## config.mk

```make
export PLATFORM = sky130hd
export DESIGN_NAME = intx_aggregator
export DESIGN_NICKNAME = d
export VERILOG_FILES = /design/src/rtl/intx_pkg.sv /design/src/rtl/intx_ctrl.sv /design/src/rtl/intx_datapath.sv /design/src/rtl/intx_aggregator.sv
export SDC_FILE = /design/constraint.sdc
export NUM_CORES = 1
export LEC_CHECK = 0
export BUFFER_PORTS_ARGS = -buffer_cell sky130_fd_sc_hd__buf_4
export CAP_MARGIN = 20
export CORE_MARGIN = 5
export CORE_UTILIZATION = 60
export CTS_CLUSTER_SIZE = 24
export DETAILED_ROUTE_END_ITERATION = 10
export PLACE_DENSITY = 0.86
export SLEW_MARGIN = 20
export SYNTH_ARGS = -nofsm -noshare
export SYNTH_HDL_FRONTEND = slang
export SYNTH_SLANG_ARGS = --single-unit
```

## constraint.sdc

```tcl
create_clock -name clk -period 5.9 [get_ports clk]
set_clock_uncertainty 0.1 [all_clocks]
set_input_delay 0.295 -clock clk [delete_from_list [all_inputs] [get_ports clk]]
set_output_delay 0.295 -clock clk [all_outputs]
set_load 0.05 [all_outputs]
```

## src/rtl/intx_pkg.sv

```systemverilog
package intx_pkg;

  localparam int unsigned PINS_PER_DEV = 4;

  // Per-source change strobes handed from control to datapath
  typedef struct packed {
    logic rise;
    logic fall;
  } srcStrobe_t;

  // Pin-to-line rotation, with an optional second stage for bridged devices
  function automatic int unsigned lineOf(input int unsigned dev,
                                         input int unsigned pin,
                                         input int unsigned lines,
                                         input int unsigned bridgeFirst,
                                         input int unsigned bridgeSlot);
    int unsigned stage1;
    if (dev >= bridgeFirst) begin
      stage1 = ((dev - bridgeFirst) + pin) % lines;
      return (bridgeSlot + stage1) % lines;
    end
    return (dev + pin) % lines;
  endfunction

endpackage

```

## src/rtl/intx_ctrl.sv

```systemverilog
module intx_ctrl
  import intx_pkg::*;
#(
  parameter int unsigned NUM_SRC = 32
) (
  input  logic                            clk,
  input  logic                            rst,
  input  logic [NUM_SRC-1:0]              pinLevel,
  output srcStrobe_t [NUM_SRC-1:0]        strobe
);

  logic [NUM_SRC-1:0] lastLevel;

  always_ff @(posedge clk) begin
    if (rst) lastLevel <= '0;
    else     lastLevel <= pinLevel;
  end

  for (genvar s = 0; s < NUM_SRC; s++) begin : g_src
    always_comb begin
      strobe[s].rise = !rst &&  pinLevel[s] && !lastLevel[s];
      strobe[s].fall = !rst && !pinLevel[s] &&  lastLevel[s];
    end
  end

endmodule

```

## src/rtl/intx_datapath.sv

```systemverilog
module intx_datapath
  import intx_pkg::*;
#(
  parameter int unsigned NUM_DEV     = 8,
  parameter int unsigned LINES       = 4,
  parameter int unsigned BRIDGE_FIRST = 6,
  parameter int unsigned BRIDGE_SLOT = 1,
  parameter int unsigned CW          = 6
) (
  input  logic                                   clk,
  input  logic                                   rst,
  input  srcStrobe_t [NUM_DEV*PINS_PER_DEV-1:0]  strobe,
  output logic [LINES-1:0][CW-1:0]               lineCnt,
  output logic [LINES-1:0]                       lineOut
);

  localparam int unsigned NUM_SRC = NUM_DEV * PINS_PER_DEV;

  for (genvar l = 0; l < LINES; l++) begin : g_line
    logic [CW-1:0] upSum;
    logic [CW-1:0] dnSum;

    always_comb begin
      upSum = '0;
      dnSum = '0;
      for (int s = 0; s < NUM_SRC; s++) begin
        if (lineOf(s / PINS_PER_DEV, s % PINS_PER_DEV, LINES,
                   BRIDGE_FIRST, BRIDGE_SLOT) == l) begin
          upSum = upSum + CW'(strobe[s].rise);
          dnSum = dnSum + CW'(strobe[s].fall);
        end
      end
    end

    always_ff @(posedge clk) begin
      if (rst) lineCnt[l] <= '0;
      else     lineCnt[l] <= lineCnt[l] + upSum - dnSum;
    end

    assign lineOut[l] = (lineCnt[l] != '0);
  end

endmodule

```

## src/rtl/intx_aggregator.sv

```systemverilog
module intx_aggregator
  import intx_pkg::*;
#(
  parameter int unsigned NUM_DEV      = 8,
  parameter int unsigned LINES        = 4,
  parameter int unsigned BRIDGE_FIRST = 6,
  parameter int unsigned BRIDGE_SLOT  = 1
) (
  input  logic                            clk,
  input  logic                            rst,
  input  logic [NUM_DEV*PINS_PER_DEV-1:0] devPins,
  output logic [LINES-1:0]                lineOut
);

  localparam int unsigned NUM_SRC = NUM_DEV * PINS_PER_DEV;
  localparam int unsigned CW      = $clog2(NUM_SRC + 1);

  srcStrobe_t [NUM_SRC-1:0]  strobe;
  logic [LINES-1:0][CW-1:0]  lineCnt;

  intx_ctrl #(.NUM_SRC(NUM_SRC)) u_ctrl (
    .clk      (clk),
    .rst      (rst),
    .pinLevel (devPins),
    .strobe   (strobe)
  );

  intx_datapath #(
    .NUM_DEV      (NUM_DEV),
    .LINES        (LINES),
    .BRIDGE_FIRST (BRIDGE_FIRST),
    .BRIDGE_SLOT  (BRIDGE_SLOT),
    .CW           (CW)
  ) u_dp (
    .clk     (clk),
    .rst     (rst),
    .strobe  (strobe),
    .lineCnt (lineCnt),
    .lineOut (lineOut)
  );

endmodule

```

# Yosys cells after proc, flatten, opt, wreduce, memory -nomap -nowiden
# Cells that the tools add are included.
word_totals:
  inputBits: 34
  out_inout_bits: 4
  ff_bits: 56
classes:
  reduce_logical: 197
  addsub: 64
op_table:
  columns: ["cell", "n"]
  rows:
  - ["$add A6 B1 Y6", 48]
  - ["$logic_and A1 B1 Y1", 128]
  - ["$logic_not A1 Y1", 65]
  - ["$add A6 B6 Y6", 4]
  - ["$reduce_bool A6 Y1", 4]
  - ["$sub A6 B6 Y6", 4]
  - ["$add A1 B1 Y2", 8]

# Longest topological paths before layout
depth:
  ltp_word: 12
  depth_mapped: 19
  depth_no_buf: 18

# Cells and area by module
# From an unflattened synthesis, not the netlist that was laid out.
unflattened:
  hier_cells: 442
  area_unflattened_um2: 4545.6
by_module_without_submodules:
  columns: ["module", "area_each_um2", "n_inst", "cells_per_inst"]
  rows:
  - ["intx_datapath", 2887.8, 1, 303]
  - ["intx_ctrl", 1657.8, 1, 139]

# Least setup slack after synthesis
# OpenSTA, ideal clock, no wires.
synth_timing:
  path_type: "input port to flip-flop"
  startpoint: "in rst"
  endpoint: "reg u_dp.lineCnt[17] in the netlist's numbering"
  setup_time_ps: 117
  t_required_ps: 5683
  stages: 19
  arrival_time_ps: 4784
  setup_slack_ps: 899
  cell_sequence: "buf_6 -> buf_6 -> buf_6 -> nor3b_1 -> fa_1 -> ha_1 -> inv_1 -> fa_1 -> fa_1 -> inv_1 -> fa_1 -> fa_1 -> inv_1 -> ha_1 -> fa_1 -> a21o_1 -> a21oi_1 -> xnor2_1 -> nor2_1"
synth_between:
  elab_chain_len: 12
synth_rtl:
  columns: ["element", "line", "text"]
  rows:
  - ["from (decl)", "intx_aggregator.sv:10", "input logic rst,"]
  - ["$logic_not A1 Y1", "intx_ctrl.sv:21, intx_ctrl.sv:22", null]
  - ["$logic_and A1 B1 Y1 (2 in series)", "intx_ctrl.sv:21", "strobe[s].rise = !rst && pinLevel[s] && !lastLevel[s];"]
  - ["$add A1 B1 Y2", "intx_datapath.sv:29", "upSum = upSum + CW'(strobe[s].rise);"]
  - ["$add A6 B1 Y6 (6 in series)", "intx_datapath.sv:29", null]
  - ["$add A6 B6 Y6", "intx_datapath.sv:37", "else lineCnt[l] <= lineCnt[l] + upSum - dnSum;"]
  - ["$sub A6 B6 Y6", "intx_datapath.sv:37", null]
  - ["to (signal, indexed assignment)", "intx_datapath.sv:37", null]
  - ["to (decl)", "intx_datapath.sv:13", "output logic [LINES-1:0][CW-1:0] lineCnt,"]
# Parallel ways exist; a longest one is shown, timed or not.
# A chain may end at the register's enable or synchronous reset.

# Worst setup path in the final report
layout_timing:
  startpoint: "reg u_ctrl.lastLevel[15]"
  endpoint: "reg u_dp.lineCnt[17] in the netlist's numbering"
layout_between:
  elab_chain_len: 9
layout_rtl:
  columns: ["element", "line", "text"]
  rows:
  - ["from (decl)", "intx_ctrl.sv:12", "logic [NUM_SRC-1:0] lastLevel;"]
  - ["from (signal assigned)", "intx_ctrl.sv:16", "else lastLevel <= pinLevel;"]
  - ["$logic_not A1 Y1", "intx_ctrl.sv:21", null]
  - ["$logic_and A1 B1 Y1", "intx_ctrl.sv:21", null]
  - ["$add A6 B1 Y6 (5 in series)", "intx_datapath.sv:29", null]
  - ["$add A6 B6 Y6", "intx_datapath.sv:37", null]
  - ["$sub A6 B6 Y6 (*)", "intx_datapath.sv:37", null]
# Mark *: on every way between the ends. The rest lies on a longest branch, timed or not.

==> flow_summary_export.csv <==
group,metric,value,unit
cells_and_area,area_growth,9.88,%
cells_and_area,utilization,68.3,%
timing,fin_setup_tns,0,ns
power_and_ir_drop,power.leakage,2.27,nW
detailed_routing,drc_errors,0,
cells_and_area,drive_gt1_share,10.3,%
detailed_routing,drtAntennaViolNets,0,
global_route,grt_first_pass_wirelength,12300,µm
timing,max-slew-margin-rel,61.5,%
critical_path,arrival,5.03,ns
critical_path,crit_chain,"nor3b_1 -> fa_1 -> ha_1 -> inv_1 -> fa_1 -> fa_1 -> inv_1 -> fa_1 -> fa_1 -> inv_1 -> ha_1 -> fa_1 -> a21o_1 -> a21oi_1 -> xnor2_1 -> nor2_1",
critical_path,cp.required,6.00,ns
timing,fin_crit_sh,83.5,%
place,dp.cells,545,
clocking,cts_made_buffers,5,
timing,setup_viol,0,
power_and_ir_drop,p_total,2.11,mW
timing,drv_slew,0,
logic_synthesis,ys_ff_latch,56,
floorplan,ioPinCount,38,
floorplan,die_height,94.3,µm
clocking,tritoncts,"done",
timing,hold_viol_final,0,
place,place.detailed.hpwl,5840,µm
logic_synthesis,synthesis.nets,559,
power_and_ir_drop,seqPwrFrac,24.5,%
cells_and_area,design_area,4690,µm²
power_and_ir_drop,p_comb_share,65.5,%
clocking,clk_latency,0.31,ns
critical_path,startpoint_type,"register",
cells_and_area,fill_cells,555,
timing,setup_ws,0.972,ns
logic_synthesis,postSynthCellCount,420,
clocking,cts.sinks,56,
detailed_routing,via_per_inst,4.88,
floorplan,rows,30,
job,drv_cap,0,
power_and_ir_drop,intPower,1.23,mW
floorplan,dieWidth,94.3,µm
logic_synthesis,synth_area,4270,µm²
logic_synthesis,ys_seq_area_share,26.3,%
power_and_ir_drop,switchingPower,0.873,mW
critical_path,cp_max_fo,2,
cells_and_area,n_antenna_cell,0,
clocking,cts.path.max_buffers,2,
critical_path,critPathKind,"register to register",
power_and_ir_drop,power.density,449,nW/µm²
logic_synthesis,syn_area_per_cell,10.2,µm²
critical_path,slowest_stage,"fa_1",
clocking,clockRootBuffer,"clkbuf_8",
timing,max_freq,0.203,GHz
critical_path,endpoint_kind,"register",
clocking,postCtsSetupBuffers,0,
detailed_routing,wirelength,6740,µm
clocking,path_clk_slew,0.11,ns
clocking,cts-resized-gates,0,
hold_path,min_path_type,"primary input to register",
power_and_ir_drop,swShare,41.5,%
cells_and_area,nNetsFinal,595,
detailed_routing,wl_per_cell,12.2,µm
clocking,cts_hold_buf,0,
place,pre_cts_slack,0.618,ns
global_route,first_global_vias,3019,
timing,rsz0062_at_grt,"no",
power_and_ir_drop,p_clk_share,10.1,%
global_route,grt_overflow,0,
cells_and_area,fin_cells,553,
logic_synthesis,synth.distinct_cells,25,
global_route,grt_antenna_before_repair,0,
critical_path,cp_common_cell,"fa_1",
timing,tightest_slew,0.578,ns
place,place.gp.congestion,0.804,
critical_path,critPathMaxStageDelay,0.52,ns
floorplan,core,6870,µm²
logic_synthesis,ys_warn_count,0,
detailed_routing,first_pass_iters,4,
detailed_routing,drt_iter0_markers,78,
global_route,grt_start_max_net_pins,65,
run_status,status,"complete, no violations",
place,dpl_cell_area,4600,µm²
detailed_routing,vias,2699,
power_and_ir_drop,vdd_drop_max,0.343,mV
timing,layout_min_cycle_time,4.93,ns
timing,holdWs,0.117,ns
place,port-buffer-count,37,
clocking,htree_levels,2,
global_route,grt_usage,17.3,%
floorplan,die-area,8900,µm²
floorplan,start_util,62.1,%
-- path summary, 6_finish.rpt --
path	start	depth (start not counted)	endpoint	slack, ns
worst max-delay path	u_ctrl.lastLevel[15]$_SDFF_PP0_	16	u_dp.lineCnt[17]$_SDFF_PP0_	0.97
worst min-delay path	devPins[3]	2	u_ctrl.lastLevel[3]$_SDFF_PP0_	0.12
worst max register to register	u_ctrl.lastLevel[15]$_SDFF_PP0_	16	u_dp.lineCnt[17]$_SDFF_PP0_	0.97
worst min register to register	u_dp.lineCnt[0]$_SDFF_PP0_	2	u_dp.lineCnt[0]$_SDFF_PP0_	0.51
-- logic make-up after synthesis --
| family | share of synthesized area [%] |
|---|---|
| compound gates | 2.64 |
| xor+xnor | 3.49 |
| fa+ha+maj | 39.6 |
| buf+inv | 8.53 |
| flops | 26.3 |
| simple gates | 19.5 |
-- per-layer routing --
layer / share of wire (%) / up-vias / track usage, %
met5: 0 / - / 0
met4: 1.1 / 0 / 4.81
met3: 4.1 / 6 / 3.37
met2: 51 / 36 / 32.2
met1: 44 / 1300 / 20.0
li1: - / 1357 / -
-- worst max-delay path: cells and delay by family, from the launching register on --
kind                     cells  cell delay [ns]
buffers and inverters        3             0.16
AO/OA/AOI/OAI                2             0.37
flip-flops                   1             0.37
adder cells (fa/ha/maj)      8             3.36
AND/OR/NAND/NOR              2             0.34
XOR/XNOR                     1             0.14
-- state kept, by name, summed over array words and instances, names as in the netlist --
name              count
u_ctrl.lastLevel     32
u_dp.lineCnt         24
-- cells in the final DEF, fill, tap and decap left out --
master and instances:
nor2_1 23, o21a_1 2, nor4_1 2, inv_1 78, nor3_1 1, nor2b_1 48
dfxtp_1 56, buf_4 38, ha_1 55, xor2_1 6, clkinv_2 2, a21o_1 7
clkbuf_8 5, xnor2_1 11, or3b_1 3, o21ba_2 1, and2b_1 13, nand4_1 2
nand2b_1 15, clkinv_4 1, nand2_1 9, fa_1 50, nor3b_1 21, a21oi_1 7
nand3_1 1
-- cell type report --
type / instances / area [µm²] / share of cell area [%]
Clock buffer: 5 / 68.8 / 1.47
Clock inverter: 3 / 18.8 / 0.400
Multi-Input combinational cell: 277 / 2780 / 59.3
Inverter: 78 / 293 / 6.24
Sequential cell: 56 / 1120 / 23.9
Tap cell: 96 / 120 / 2.56
Timing Repair Buffer: 38 / 285 / 6.08
-- synth_stat cells --
cell | count | area (µm²)
nor2b_1 | 48 | 300
ha_1 | 55 | 688
dfxtp_1 | 56 | 1120
nand4_1 | 2 | 12.5
xor2_1 | 6 | 52.6
nand2b_1 | 15 | 93.8
nor2_1 | 23 | 86.3
xnor2_1 | 11 | 96.3
nand2_1 | 9 | 33.8
a21oi_1 | 7 | 35.0
o21a_1 | 2 | 15.0
nor3_1 | 1 | 5.00
buf_4 | 1 | 7.51
a21o_1 | 7 | 52.6
clkbuf_1 | 1 | 3.75
buf_6 | 4 | 45.0
nand3_1 | 1 | 5.00
fa_1 | 50 | 1000
o21ba_2 | 1 | 10.0
buf_2 | 3 | 15.0
nor3b_1 | 21 | 158
nor4_1 | 2 | 12.5
and2b_1 | 13 | 97.6
or3b_1 | 3 | 26.3
inv_1 | 78 | 293
-- power by group through the flow --
stage	logic, mW	registers [mW]	clock network, mW
2_1_floorplan	1.13	0.513	0
3_3_place_gp	1.33	0.521	0
3_5_place_dp	1.40	0.526	0
4_1_cts	1.41	0.517	0.224
5_1_grt	1.63	0.527	0.235
6_report	1.38	0.515	0.212
(Power assumes the default switching activity.)
